`config.mk`:
```
export PLATFORM = sky130hd
export DESIGN_NAME = txf_flush_ctrl
export DESIGN_NICKNAME = d
export VERILOG_FILES = /design/src/rtl/txf_pkg.sv /design/src/rtl/txf_strobe_sync.sv /design/src/rtl/txf_latency_timer.sv /design/src/rtl/txf_release_sel.sv /design/src/rtl/txf_flush_ctrl.sv
export SDC_FILE = /design/constraint.sdc
export NUM_CORES = 1
export LEC_CHECK = 0
export BUFFER_PORTS_ARGS = -buffer_cell sky130_fd_sc_hd__buf_2
export CELL_PAD_IN_SITES_DETAIL_PLACEMENT = 1
export CELL_PAD_IN_SITES_GLOBAL_PLACEMENT = 2
export CORE_MARGIN = 2
export CORE_UTILIZATION = 34
export CTS_CLUSTER_DIAMETER = 40
export DETAILED_ROUTE_END_ITERATION = 16
export HOLD_SLACK_MARGIN = 0.03
export PLACE_DENSITY_LB_ADDON = 0.12
export REMOVE_ABC_BUFFERS = 1
export SYNTH_ARGS = -nofsm -noshare
export SYNTH_HDL_FRONTEND = slang
export SYNTH_HIERARCHICAL = 1
export SYNTH_SLANG_ARGS = --single-unit
```
`constraint.sdc`:
```
create_clock -name clk -period 4.85 [get_ports clk]
set_input_delay 0.2425 -clock clk [delete_from_list [all_inputs] [get_ports clk]]
set_output_delay 0.2425 -clock clk [all_outputs]
set_load 0.005 [all_outputs]
```
`src/rtl/txf_pkg.sv`:
```
// Shared constants and helpers for the transmit flush controller.
// Assumes an 8-bit millisecond latency field.
package txf_pkg;
    localparam int TMO_W = 8;

    // Clamp a latency setting: a value of zero acts as one tick
    function automatic logic [TMO_W-1:0] eff_timeout(input logic [TMO_W-1:0] v);
        return (v == '0) ? TMO_W'(1) : v;
    endfunction
endpackage

```
`src/rtl/txf_strobe_sync.sv`:
```
// Brings the asynchronous active-low strobe into the clock domain and
// flags a one-cycle pulse on each falling edge.
// Assumes the idle level of the pin is high.
module txf_strobe_sync (
    input  logic clk,
    input  logic rst_n,
    input  logic pin_n,
    output logic fall
);
    logic s1, s2, s3;

    // Two-flop synchroniser plus one delayed copy for edge detection
    always_ff @(posedge clk) begin
        if (!rst_n) begin
            s1 <= 1'b1;
            s2 <= 1'b1;
            s3 <= 1'b1;
        end else begin
            s1 <= pin_n;
            s2 <= s1;
            s3 <= s2;
        end
    end

    // Falling edge of the synchronised level
    always_comb fall = s3 & ~s2;
endmodule

```
`src/rtl/txf_latency_timer.sv`:
```
// Counts millisecond ticks while the buffer holds data and raises
// 'expired' when the limit is reached. Restarts on a release and when
// the buffer turns non-empty; held clear while the buffer is empty.
// Assumes the limit given is already clamped to 1..255.
module txf_latency_timer
    import txf_pkg::*;
(
    input  logic             clk,
    input  logic             rst_n,
    input  logic             ms_tick,
    input  logic             buf_nonempty,
    input  logic             rel_take,
    input  logic [TMO_W-1:0] limit,
    output logic             expired
);
    logic [TMO_W-1:0] cnt;
    logic             ne_q;
    logic [TMO_W:0]   cnt_nx;

    // Next tick count, one bit wider so the compare cannot wrap
    always_comb cnt_nx = {1'b0, cnt} + 1'b1;

    // Tick counter with restart and expiry flag
    always_ff @(posedge clk) begin
        if (!rst_n) begin
            cnt     <= '0;
            expired <= 1'b0;
            ne_q    <= 1'b0;
        end else begin
            ne_q <= buf_nonempty;
            if (!buf_nonempty || rel_take || !ne_q) begin
                cnt     <= '0;
                expired <= 1'b0;
            end else if (ms_tick && !expired) begin
                cnt <= cnt_nx[TMO_W-1:0];
                if (cnt_nx >= {1'b0, limit})
                    expired <= 1'b1;
            end
        end
    end

    AST_EXPIRE_ON_TICK: assert property (@(posedge clk) disable iff (!rst_n)
        $rose(expired) |-> $past(ms_tick));
    AST_EMPTY_CLEARS: assert property (@(posedge clk) disable iff (!rst_n)
        !buf_nonempty |=> !expired);
endmodule

```
`src/rtl/txf_release_sel.sv`:
```
// Chooses what to release on a bulk-IN request: a full packet when one
// is held, else the remainder if the timer expired or send-immediate is
// armed. Registers the command; reports take/drain combinationally.
// Assumes buf_count does not change in the request cycle.
module txf_release_sel #(
    parameter int CNT_W = 9,
    parameter int PKT   = 64,
    parameter int LEN_W = $clog2(PKT + 1)
) (
    input  logic             clk,
    input  logic             rst_n,
    input  logic [CNT_W-1:0] buf_count,
    input  logic             bulk_in_req,
    input  logic             expired,
    input  logic             si_armed,
    output logic             take,
    output logic             drain,
    output logic             rel_valid,
    output logic [LEN_W-1:0] rel_len
);
    logic             full;
    logic             part_ok;
    logic [LEN_W-1:0] len_nx;

    // Release decision for this cycle
    always_comb begin
        full    = buf_count >= CNT_W'(PKT);
        part_ok = (buf_count != '0) && (expired || si_armed);
        take    = bulk_in_req && (full || part_ok);
        drain   = take && (buf_count <= CNT_W'(PKT));
        len_nx  = full ? LEN_W'(PKT) : buf_count[LEN_W-1:0];
    end

    // Registered release command
    always_ff @(posedge clk) begin
        if (!rst_n) begin
            rel_valid <= 1'b0;
            rel_len   <= '0;
        end else begin
            rel_valid <= take;
            rel_len   <= take ? len_nx : '0;
        end
    end

    AST_REL_AFTER_REQ: assert property (@(posedge clk) disable iff (!rst_n)
        rel_valid |-> $past(bulk_in_req));
    AST_REL_LEN_RANGE: assert property (@(posedge clk) disable iff (!rst_n)
        rel_valid |-> (rel_len != '0 && rel_len <= LEN_W'(PKT)));
    AST_REL_WITHIN_BUF: assert property (@(posedge clk) disable iff (!rst_n)
        rel_valid |-> (CNT_W'(rel_len) <= $past(buf_count)));
endmodule

```
`src/rtl/txf_flush_ctrl.sv`:
```
// Top of the transmit flush and wakeup controller. Holds the latency
// limit, the send-immediate flag and the resume pulse; the timer, the
// strobe synchroniser and the release selector are submodules.
// Assumes bulk_in_req and ms_tick are single-cycle pulses.
module txf_flush_ctrl
    import txf_pkg::*;
#(
    parameter int CNT_W    = 9,
    parameter int PKT      = 64,
    parameter int DEF_TMO  = 16,
    localparam int LEN_W   = $clog2(PKT + 1)
) (
    input  logic             clk,
    input  logic             rst_n,
    input  logic [CNT_W-1:0] buf_count,
    input  logic             bulk_in_req,
    input  logic             ms_tick,
    input  logic             tmo_wr,
    input  logic [TMO_W-1:0] tmo_val,
    input  logic             suspended,
    input  logic             rwu_en,
    input  logic             si_wu_n,
    output logic             rel_valid,
    output logic [LEN_W-1:0] rel_len,
    output logic             resume_req
);
    logic [TMO_W-1:0] tmo_q;
    logic             si_armed;
    logic             fall, expired, take, drain;

    // Latency limit register, default after reset
    always_ff @(posedge clk) begin
        if (!rst_n)      tmo_q <= TMO_W'(DEF_TMO);
        else if (tmo_wr) tmo_q <= tmo_val;
    end

    // Send-immediate flag: armed by a strobe while awake, cleared on drain
    always_ff @(posedge clk) begin
        if (!rst_n)                   si_armed <= 1'b0;
        else if (fall && !suspended)  si_armed <= 1'b1;
        else if (drain)               si_armed <= 1'b0;
    end

    // Resume pulse: strobe while suspended with wakeup allowed
    always_ff @(posedge clk) begin
        if (!rst_n) resume_req <= 1'b0;
        else        resume_req <= fall && suspended && rwu_en;
    end

    txf_strobe_sync u_sync (
        .clk   (clk),
        .rst_n (rst_n),
        .pin_n (si_wu_n),
        .fall  (fall)
    );

    txf_latency_timer u_tmr (
        .clk          (clk),
        .rst_n        (rst_n),
        .ms_tick      (ms_tick),
        .buf_nonempty (buf_count != '0),
        .rel_take     (take),
        .limit        (eff_timeout(tmo_q)),
        .expired      (expired)
    );

    txf_release_sel #(.CNT_W(CNT_W), .PKT(PKT), .LEN_W(LEN_W)) u_sel (
        .clk         (clk),
        .rst_n       (rst_n),
        .buf_count   (buf_count),
        .bulk_in_req (bulk_in_req),
        .expired     (expired),
        .si_armed    (si_armed),
        .take        (take),
        .drain       (drain),
        .rel_valid   (rel_valid),
        .rel_len     (rel_len)
    );

    AST_RESUME_GATED: assert property (@(posedge clk) disable iff (!rst_n)
        resume_req |-> ($past(suspended) && $past(rwu_en)));
    AST_RESUME_PULSE: assert property (@(posedge clk) disable iff (!rst_n)
        resume_req |=> !resume_req);
    AST_SI_NOT_WHILE_SUSP: assert property (@(posedge clk) disable iff (!rst_n)
        $rose(si_armed) |-> !$past(suspended));
endmodule

```
======== After elaboration in Yosys (flattened, before gate mapping) ========
Cells that the tools add are included.
storage, ports and cells
  word-level logic and storage cells ...... 46
  input port bits ......................... 25
  output and inout bits ................... 9
  bits in registers ....................... 31
cells by class
  bitwise logic cells ..................... 4
  reduce and logical (&&, ||, !) cells .... 22
  order comparisons ....................... 3
  add/sub/neg operators ................... 1
  mux-type cells .......................... 4
operators with widths
  kind                                                 count
  adder 8 x 1 -> 9 bit, second input constant          1
  >= comparator 9 x 7 -> 1 bit, second input constant  1
  >= comparator 9 x 8 -> 1 bit                         1
  <= comparator 9 x 7 -> 1 bit, second input constant  1
  nonzero test 9 bit                                   1
  logical NOT 8 bit                                    1
  two-way mux 8 bit                                    1
  logical AND 1 bit                                    7
  two-way mux 7 bit                                    1
  logical NOT 1 bit                                    4
  logical OR 1 bit                                     4
  AND reduction 2 bit                                  2
  NOT 1 bit                                            3
  OR reduction 3 bit                                   1
  two-way mux 1 bit                                    2
  nonzero test 2 bit                                   1
  OR reduction 2 bit                                   1
  AND 1 bit                                            1

======== Depth between registers and ports, before layout ========
Gate-level depths: netlist of run 1.
  word-level depth ........................ 7
  gate-level depth with buffers ........... 9
  mapped depth without buffers ............ 9

======== Hierarchy ========
The synthesis of run 1 kept the hierarchy.
by module, submodules not included
  module             cells each  area each (um^2)  instances  seq. area each (um^2)
  txf_latency_timer  83          676.9             1          200.2
  txf_flush_ctrl     45          439.2             1          200.2
  txf_release_sel    29          295.3             1          160.2
  txf_strobe_sync    7           85.1              1          60.1

======== Worst setup path after synthesis of run 1 ========
Ideal clock, no wire load.
  kind .................................... register -> register
  start point ............................. register u_tmr.cnt[0]
  end point ............................... register u_tmr.expired
  arrival time ............................ 1.757 ns
  required time ........................... 4.719 ns
  setup slack ............................. 2.962 ns
  period minus slack after synthesis ...... 1.888 ns
  cell stages (with the launch flop) ...... 10
  path through ............................ dfxtp_1 -> ha_1 -> nand3_1 -> nor2_1 -> xor2_1 -> ha_1 -> a22oi_1 -> nand2_1 -> a31oi_1 -> o22ai_1
on the way
  word-level cells in the longest chain between the ends .. 3
RTL lines
  what                           line                     text
  from (decl)                    txf_latency_timer.sv:16  logic [TMO_W-1:0] cnt;
  from (signal assigned)         txf_latency_timer.sv:35  cnt <= cnt_nx[TMO_W-1:0];
  adder 8 x 1 -> 9 bit           txf_latency_timer.sv:21  always_comb cnt_nx = {1'b0, cnt} + 1'b1;
  named net u_tmr.cnt_nx[6]      txf_latency_timer.sv:18  logic [TMO_W:0] cnt_nx;
  >= comparator 9 x 8 -> 1 bit   txf_latency_timer.sv:36  if (cnt_nx >= {1'b0, limit})
  AND reduction 2 bit (no line)  -
  to (signal assigned)           txf_latency_timer.sv:27  expired <= 1'b0;
  to (signal assigned)           txf_latency_timer.sv:33  expired <= 1'b0;
  to (signal assigned)           txf_latency_timer.sv:37  expired <= 1'b1;
  to (decl)                      txf_latency_timer.sv:14  output logic expired
The timed path passes the listed nets, and every way through them passes these cells.
A chain may end at the register's enable or synchronous reset.

======== Final worst setup path of run 1 ========
Ends and elaborated chain as after synthesis.

==> results.md, run 1 <==
* Worst reg2reg startpoint: u_tmr/cnt[0]
* Share of total power in the clock network at 0.394
* CTS H-tree lvls at 2
* Placer congestion estimate at 0.714
* Proportion of netlist area held by the largest area contributor at 0.415
* Residual antenna-violating net count after detailed routing at 0
* Number of filler cells placed in the layout at 529
* Internal power at 0.395 mW
* HPWL after detailed placement at 2630 um
* Post-synth cell types at 35
* Starting density of the core at 0.348
* Net switching fraction of the power at 0.231
* First-pass GRT wire length at 5690 um
* Share of post-route cells with drive strength above 1 at 0.245
* Origin of the worst min-delay path: si_wu_n
* Count of antenna diodes in the layout at 0
* Top-level port count at 34
* Total of max-cap violations at 0
* Standby leakage power at 0.790 nW
* Status: complete, no violations
* Multi-input combinational cell area at 805 um2
* Worst slack on hold paths at 0.142 ns
* Final setup skew at 0.00510 ns
* Number of detailed-route iterations in the first pass at 3
* Die height at 70.3 um
* CTS root buffer: clkbuf_8
* Setup TNS after final layout at 0 ns
* Sequential Area at 621 um2
* Sequential share of power at 0.520
* Average wire per cell in the routed design at 13.3 um
* Most area-consuming cells after synthesis: dfxtp_1, ha_1, mux2i_1
* Main synth FF type: dfxtp_1
* Transition time of the tightest slew-check pin at 0.449 ns
* Sequential area share after synthesis at 0.415
* Upper clock frequency limit at 466 MHz
* Gate count of the mapped netlist at 164
* Leading cell types in the layout, fill and taps excluded: buf_2, dfxtp_1, nor2_1, nand2_1, nor2b_1
* Initial DRC Count at 24
* Total CTS buffers at 5
* Worst Path Required at 4.99 ns
* Sink count of the clock tree at 31
* Setup repair after global routing missed its margin: no
* Maximum clock path buffer count at 2
* Most common cell after layout, fill and taps aside: buf_2
* Pin count of the biggest net entering global routing at 18
* Placeable core region at 4290 um2
* Asr flop ratio synth at 0
* Number of buffers inserted to repair setup after CTS at 0
* Worst min-delay path class: input port to flop
* Fin. Hold Viols at 0
* Share of total power in combinational logic at 0.086
* Die ar. at 4950 um2
* Number of enable-type register cells in the synthesized netlist at 0
* Mean number of vias per cell at 4.88
* FF+latch count, synth at 31
* Post-detailed-routing wire length at 3290 um
* Final critical path time including I/O delays and setup at 2.15 ns
* Antenna violations before repair at 0
* Switching power at 0.118 mW
* Area growth syn-to-layout at 18.7%
* Count of standard-cell rows at 24
* CTS-repair resized insts at 0
* Total power density per cell area at 289 nW/um2
* Count of buffers from port buffering at 33
* Vias in the first global route at 1305
* Peak supply drop at 166 uV
* Summed instance area of the synthesized netlist at 1500 um2
* Worst slew margin relative to its limit at 0.699
* Critical Path Source: u_tmr/cnt[0]
* Largest driver fanout on the critical path at 5
* Final-stage net count at 230
* Synthesis Warnings at 6
* Worst-Skew Late Latency at 0.28 ns
* Biggest area consumer among synthesized cells: dfxtp_1
* Post-synthesis area per instance at 9.12 um2
* Type of element launching the critical path: flop
* CTS tree: done
* Hold-fix buffers, CTS at 0
* Post-detailed-route DRC marker count at 0
* Via count at 1209
* Die width at 70.3 um
* Crit Path Class: flop to flop
* Pins over their slew limit at 0
* Crit share post-route at 0.443
* Register-to-register setup slack at 2.70 ns
* Clock edge transition at the registers on the reported setup and hold paths at 0.06 ns
* Worst path arrival time at 2.29 ns
* Sort of element at the end of the critical path: flop
* Finish-stage setup viols at 0
* GRT Util Overall at 0.147
* Global route overflow at 0
==> layer usage <==
| metal | vias to the layer above | global-route usage | part of all wire |
|---|---|---|---|
| met4 | 0 | 0.0641 | 0.015 |
| met1 | 569 | 0.149 | 0.42 |
| met5 | - | 0 | 0 |
| met2 | 25 | 0.277 | 0.52 |
| met3 | 4 | 0.0418 | 0.043 |
| li1 | 611 | - | - |
==> cell usage after synthesis (4+ instances only) <==
master and instances:
nand2_1 11, inv_1 9, mux2i_1 8, dfxtp_1 31, nor2b_1 10, o21ai_0 5, ha_1 9, nor2_1 11
and2_1 6, clkbuf_1 7, or3_1 4, nand2b_1 6, nand3_1 4, xor2_1 5, xnor2_1 6, nor3_1 4
a21oi_1 6
==> registers in the layout, summed over array words and instances (netlist names) <==
signal,count
u_sync/s1,1
tmo_q,8
u_sel/rel_len,7
u_tmr/ne_q,1
u_sel/rel_valid,1
u_sync/s3,1
u_sync/s2,1
resume_req,1
u_tmr/expired,1
u_tmr/cnt,8
si_armed,1
==> power groups by stage <==
stage          Clock [mW]  Combinational [mW]  Sequential [mW]
2_1_floorplan           0              0.0233            0.271
3_3_place_gp            0              0.0432            0.272
3_5_place_dp            0              0.0450            0.272
4_1_cts             0.213              0.0453            0.267
6_report            0.202              0.0442            0.267
5_1_grt             0.228              0.0506            0.267
==> cell type report <==
| type | instances | area share |
|---|---|---|
| inverter | 9 | 0.0190 |
| tap | 52 | 0.0366 |
| timing repair buffer | 33 | 0.0930 |
| multi-input combinational | 116 | 0.453 |
| clock buffer | 6 | 0.0465 |
| sequential | 31 | 0.349 |
| clock inverter | 1 | 0.00282 |
==> stage by stage <==
| stage | area [um2] | std cells | util | setup slack, ns | power [mW] |
|---|---|---|---|---|---|
| floorplan | 1460 | 156 | - | 2.96 | 0.294 |
| global placement | 1690 | 241 | 0.393 | 2.69 | 0.315 |
| detailed placement | 1690 | 241 | 0.393 | 2.57 | 0.317 |
| CTS | 1780 | 248 | 0.414 | 2.68 | 0.526 |
| global route | 1780 | 248 | 0.414 | 2.54 | 0.546 |
| finish | 1780 | 248 | 0.414 | 2.70 | 0.513 |
==> critical path: stages (launching register included) <==
cell	delay [ns]
dfxtp_1	0.41
ha_1	0.24
nand3_1	0.20
nor2_1	0.22
xor2_1	0.17
ha_1	0.26
a22oi_1	0.18
nand2_1	0.07
a31oi_1	0.15
o22ai_1	0.11
==> cell families (layout without fill, tap and decap cells) <==
| family | count (synthesis) | count (layout) | synth area share |
|---|---|---|---|
| AO/OA/AOI/OAI | 20 | 20 | 0.0861 |
| flip-flops | 31 | 31 | 0.415 |
| XOR/XNOR | 11 | 11 | 0.0644 |
| AND/OR/NAND/NOR | 68 | 68 | 0.258 |
| adder cells (fa/ha/maj) | 9 | 9 | 0.0753 |
| multiplexers | 8 | 8 | 0.0535 |
| buffers and inverters | 17 | 49 | 0.0477 |
==> path summary, 6_finish.rpt <==
kind / cells past startpoint / end
worst max-delay path: 9 / u_tmr/expired
worst max register to register: 9 / u_tmr/expired
worst min register to register: 1 / u_sync/s2
worst min-delay path: 2 / u_sync/s1
Power figures use the tool's default switching activity.
==> run 2: changes to the inputs <==
--- a/config.mk
+++ b/config.mk
@@ -9,7 +9,7 @@
 export CELL_PAD_IN_SITES_DETAIL_PLACEMENT = 1
 export CELL_PAD_IN_SITES_GLOBAL_PLACEMENT = 2
 export CORE_MARGIN = 2
-export CORE_UTILIZATION = 34
+export CORE_UTILIZATION = 31
 export CTS_CLUSTER_DIAMETER = 40
 export DETAILED_ROUTE_END_ITERATION = 16
 export HOLD_SLACK_MARGIN = 0.03
==> constraint.sdc (replaced) <==
create_clock -name clk -period 2 [get_ports clk]
set_input_delay 0.1 -clock clk [delete_from_list [all_inputs] [get_ports clk]]
set_output_delay 0.1 -clock clk [all_outputs]
set_load 0.005 [all_outputs]
==> run 2 against run 1 <==
Compared with the run above:
- critical path depth is the same
- utilization shrank 1.0 points
- sequential power rose by 140%
- power grew to 2.7 times the previous value
- clock skew grew 0.0093 ns
- maximum frequency is 12% higher
- via count up 0.33%
- die area rose by 9.1%
- sequential share of layout area decreased by 2.0 points
- largest cell class unchanged
- hold slack got worse by 0.092 ns
- critical path type unchanged
- clock-buffer cell count did not move
- worst setup slack got worse by 2.6 ns
==> results.md, run 2 (same netlist as run 1, synthesis figures left out) <==
* Internal power at 1.10 mW
* Initial DRC Count at 32
* Type of element launching the critical path: flop
* List of cells traversed by the critical path: ha_2 > nand3_1 > buf_4 > xnor2_2 > ha_1 > a22oi_2 > nand2_1 > a31oi_1 > o22ai_1
* Count of antenna diodes in the layout at 0
* Pins over their slew limit at 0
* Largest registers ranked by flip-flop count: tmo_q: 8 flops, u_tmr/cnt: 8 flops, u_sel/rel_len: 7 flops
* Fin. Hold Viols at 0
* Crit Path Class: flop to flop
* HPWL after detailed placement at 2710 um
* Worst slack on hold paths at 0.0498 ns
* Worst Path Required at 2.18 ns
* CTS tree: done
* Count of buffers from port buffering at 33
* Share of post-route cells with drive strength above 1 at 0.298
* Cell family with most CP delay: adder cells
* Final setup skew at 0.0144 ns
* Slowest stage cell on the critical path: dfxtp_2
* Final critical path time including I/O delays and setup at 1.92 ns
* Worst path arrival time at 2.10 ns
* Placeable core region at 4690 um2
* Area of placed instances at 1730 um2
* Net switching fraction of the power at 0.217
* Final non-filler cell area at 1890 um2
* Sink count of the clock tree at 31
* Starting density of the core at 0.319
* Number of detailed-route iterations in the first pass at 3
* Die width at 73.5 um
* Post-detailed-route DRC marker count at 0
* Largest driver fanout on the critical path at 4
* Global route overflow at 0
* Peak supply drop at 322 uV
* Top-level port count at 34
* Worst slew margin relative to its limit at 0.737
* CTS root buffer: clkbuf_8
* Status: complete, no violations
* Total power density per cell area at 740 nW/um2
* Mean number of vias per cell at 4.68
* Final-stage net count at 238
* GRT Util Overall at 0.145
* Total CTS buffers at 5
* Placer congestion estimate at 0.831
* Area growth syn-to-layout at 26.6%
* Upper clock frequency limit at 520 MHz
* Standby leakage power at 0.850 nW
* Pin count of the biggest net entering global routing at 18
* Transition time of the tightest slew-check pin at 0.391 ns
* Setup TNS after final layout at 0 ns
* CTS H-tree lvls at 2
* Die height at 73.5 um
* Residual antenna-violating net count after detailed routing at 0
* Count of standard-cell rows at 25
* Leading cell types in the layout, fill and taps excluded: buf_2, dfxtp_1, nand2_1, nor2_1, nor2b_1
* Die ar. at 5400 um2
* Sequential share of power at 0.462
* Crit share post-route at 0.962
* Power, Total at 1.40 mW
* Sort of element at the end of the critical path: flop
* Share of total power in combinational logic at 0.082
* Worst-Skew Late Latency at 0.29 ns
* Via count at 1213
* Total of max-cap violations at 0
* Finish-stage setup viols at 0
* Antenna violations before repair at 0
* Switching power at 0.305 mW
* Delay contributed by the slowest stage of the critical path at 0.36 ns
* Vias in the first global route at 1297
* Most common cell after layout, fill and taps aside: buf_2
* Average wire per cell in the routed design at 13.3 um
* Share of total power in the clock network at 0.456
* Clock edge transition at the registers on the reported setup and hold paths at 0.07 ns
* Worst min-delay path class: input port to flop
* Maximum clock path buffer count at 2
* Buffering stage count on the worst path with inverters included at 1
* Post-detailed-routing wire length at 3450 um
* First-pass GRT wire length at 5870 um
## run 2: cell count changes in the layout (fill, tap and decap cells not counted)
cell | before | now
a22oi_1 | 1 | 0
a22oi_2 | 0 | 1
buf_4 | 0 | 6
bufinv_16 | 0 | 1
dfxtp_1 | 31 | 29
dfxtp_2 | 0 | 2
dlygate4sd3_1 | 0 | 2
ha_1 | 9 | 8
ha_2 | 0 | 1
nor2_1 | 11 | 10
nor2_2 | 0 | 1
xnor2_1 | 6 | 5
xnor2_2 | 0 | 1
## run 2: area by class of cell
class                      count  area (um2)
clock buffer                   6        82.6
tap                           54        67.6
clock inverter                 2        35.0
fill                         576        2800
sequential                    31         623
multi-input combinational    116         822
inverter                       9        33.8
timing repair buffer          41         230
## run 2: metal layers
layer  up-vias  track usage  share of wire
li1        631            -              -
met2        23        0.232           0.46
met1       551        0.177           0.48
met3         8       0.0439          0.041
met4         0       0.0667          0.019
met5         -            0              0
## run 2: path summary, 6_finish.rpt
path	startpoint	to	slack (ns)	cells after the start
max	u_tmr/cnt[0]	u_tmr/expired	0.08	9
min	buf_count[0]	u_sel/rel_len[0]	0.05	2
max reg2reg	u_tmr/cnt[0]	u_tmr/expired	0.08	9
min reg2reg	u_sync/s1	u_sync/s2	0.42	1
## run 2: power by group through the flow
stage	clock [mW]	sequential, mW	combinational (mW)
final	0.639	0.647	0.115
after global routing	0.689	0.649	0.134
after CTS	0.664	0.647	0.115
after detailed placement	0	0.661	0.112
after global placement	0	0.660	0.107
after floorplan	0	0.657	0.0565
## run 2: what timing repair did
action	CTS	global route
endpoints found under the setup margin	0	1
hold buffers	2	0
buffers inserted	0	1
gates resized for setup	0	6
hold endpoints to repair	2	0
## run 2: through the flow
step / worst slack [ns] / utilization / std cells
after floorplan: 0.112 / - / 156
after global placement: 0.144 / 0.369 / 248
after detailed placement: 0.0330 / 0.369 / 248
after CTS: 0.0190 / 0.398 / 258
after global routing: -0.0160 / 0.404 / 259
final: 0.0758 / 0.404 / 259
==> run 3: changes to the inputs <==
--- a/config.mk
+++ b/config.mk
@@ -9,7 +9,7 @@
 export CELL_PAD_IN_SITES_DETAIL_PLACEMENT = 1
 export CELL_PAD_IN_SITES_GLOBAL_PLACEMENT = 2
 export CORE_MARGIN = 2
-export CORE_UTILIZATION = 31
+export CORE_UTILIZATION = 34
 export CTS_CLUSTER_DIAMETER = 40
 export DETAILED_ROUTE_END_ITERATION = 16
 export HOLD_SLACK_MARGIN = 0.03
==> constraint.sdc (replaced) <==
create_clock -name clk -period 2.45 [get_ports clk]
set_input_delay 0.1225 -clock clk [delete_from_list [all_inputs] [get_ports clk]]
set_output_delay 0.1225 -clock clk [all_outputs]
set_load 0.005 [all_outputs]
==> run 3 against run 2 <==
Compared with the run above:
- design area decreased by 5.3%
- wire length is 7.4% lower
- critical endpoint unchanged
- sequential power fell by 18%
- maximum frequency shrank 6.8%
- hold slack improved by 0.019 ns
- die area shrank 8.4%
- highest routed layer unchanged
==> results.md, run 3 (same netlist as run 1, synthesis figures left out) <==
* Share of post-route cells with drive strength above 1 at 0.247
* Sort of element at the end of the critical path: flop
* Initial DRC Count at 19
* Final-stage net count at 232
* Die ar. at 4950 um2
* Top-level port count at 34
* Mean number of vias per cell at 4.86
* Clock edge transition at the registers on the reported setup and hold paths at 0.06 ns
* Average wire per cell in the routed design at 12.8 um
* Power, Total at 1.02 mW
* Final setup skew at 0.00384 ns
* Leading cell types in the layout, fill and taps excluded: buf_2, dfxtp_1, nor2_1, nand2_1, nor2b_1
* Fin. Hold Viols at 0
* CTS tree: done
* Delay contributed by the slowest stage of the critical path at 0.42 ns
* Origin of the worst min-delay path: tmo_val[4]
* Finish-stage setup viols at 0
* Total of max-cap violations at 0
* Total power density per cell area at 568 nW/um2
* Upper clock frequency limit at 484 MHz
* Post-detailed-route DRC marker count at 0
* Area growth syn-to-layout at 19.9%
* Slowest stage cell on the critical path: dfxtp_1
* First-pass GRT wire length at 5400 um
* Final non-filler cell area at 1790 um2
* Worst Hold End: tmo_q[4]
* Pin count of the biggest net entering global routing at 18
* Crit Path Class: flop to flop
* Largest driver fanout on the critical path at 5
* Antenna violations before repair at 0
* Count of standard-cell rows at 24
* Global route overflow at 0
* Setup repair after global routing missed its margin: no
* Worst reg2reg startpoint: u_tmr/cnt[0]
* Worst min-delay path class: input port to flop
* Worst-Skew Late Latency at 0.28 ns
* End of the worst register-to-register path: u_tmr/expired
* Die height at 70.3 um
* Peak supply drop at 231 uV
* Number of detailed-route iterations in the first pass at 4
* Worst path arrival time at 2.22 ns
* CTS root buffer: clkbuf_8
* Worst slack on hold paths at 0.0687 ns
* Via count at 1215
* Status: complete, no violations
* Type of element launching the critical path: flop
* Largest registers ranked by flip-flop count: tmo_q: 8 flops, u_tmr/cnt: 8 flops, u_sel/rel_len: 7 flops
* Sink count of the clock tree at 31
* Standby leakage power at 0.799 nW
* Number of cells traversed by the worst hold path at 3
* List of cells traversed by the critical path: ha_1 > nand3_1 > nor2_1 > xor2_1 > ha_1 > a22oi_1 > nand2_1 > a31oi_1 > o22ai_1
* Register-to-register setup slack at 0.39 ns
* Setup TNS after final layout at 0 ns
* Multi-input combinational cell area at 805 um2
* Crit share post-route at 0.843
* Most common cell after layout, fill and taps aside: buf_2
* Placer congestion estimate at 0.721
* Worst slew margin relative to its limit at 0.749
* Maximum clock path buffer count at 2
* Number of buffers inserted to repair setup after CTS at 0
* Pins over their slew limit at 0
* Count of antenna diodes in the layout at 0
* HPWL after detailed placement at 2550 um
* Crit-path most repeated cell: ha_1
* Worst Path Required at 2.61 ns
* Die width at 70.3 um
* CTS H-tree lvls at 2
* Placeable core region at 4290 um2
* Final critical path time including I/O delays and setup at 2.06 ns
* Post-detailed-routing wire length at 3190 um
* Vias in the first global route at 1257
* GRT Util Overall at 0.140
* Transition time of the tightest slew-check pin at 0.373 ns
* Placement Setup Slack at 0.382 ns
* Total CTS buffers at 5
* Starting density of the core at 0.348
* Sequential Area at 621 um2
* Area of placed instances at 1700 um2
* Worst-case reg-to-reg path depth at 9
* Slack of the critical path at 0.386 ns
* Count of buffers from port buffering at 33
* Residual antenna-violating net count after detailed routing at 0
* Number of filler cells placed in the layout at 527
-- run 3: cell count changes in the layout (fill, tap and decap cells not counted), sizes merged --
cell,previous run,this run
bufinv,1,0
dlygate4sd3,2,1
buf,39,34
-- run 3: stage by stage --
stage                      util  cells
final                     0.418    250
after global routing      0.418    250
after CTS                 0.418    250
after detailed placement  0.395    242
after global placement    0.395    242
after floorplan               -    156
-- run 3: final cells by class --
type	instances	area share
multi-input cells	116	0.448
flip-flops and latches	31	0.346
repair buffers	35	0.102
clock buffers	6	0.0460
well taps	52	0.0363
inverters	9	0.0188
clock inverters	1	0.00279
-- run 3: what timing repair did --
item,in CTS,in global routing
hold endpoints to repair,1,0
gates resized for setup,0,0
hold buffers,1,0
-- run 3: critical path, delay by kind of cell, from the launching register on --
family | cells | cell delay (ns)
AOI/OAI and AO/OA | 3 | 0.41
xor gates and xnor gates | 1 | 0.16
adders and majority gates | 2 | 0.48
DFF | 1 | 0.42
and+or+nand+nor | 3 | 0.47
-- run 3: report_power, final --
| part | switching, mW | internal, mW | total, mW |
|---|---|---|---|
| Sequential | 0.00964 | 0.518 | 0.528 |
| Combinational | 0.0446 | 0.0448 | 0.0894 |
| Clock | 0.182 | 0.220 | 0.402 |
| Total | 0.236 | 0.783 | 1.02 |
-- run 3: how the worst max path moves through the flow --
stage | from | endpoint | cells after the start
finish | u_tmr/cnt[0] | u_tmr/expired | 9
global placement | u_tmr/cnt[0] | u_tmr/expired | 9
floorplan | u_tmr/cnt[0] | u_tmr/expired | 9
global route | u_tmr/cnt[0] | u_tmr/expired | 9
CTS | u_tmr/cnt[0] | u_tmr/expired | 9
detailed placement | u_tmr/cnt[0] | u_tmr/expired | 9
-- run 3: per-layer routing --
layer | wire length (um) | vias up | track usage
li1 | - | 617 | -
met1 | 1370 | 571 | 0.147
met2 | 1670 | 22 | 0.254
met3 | 90 | 5 | 0.0317
met4 | 64 | 0 | 0.0769
met5 | 0 | - | 0
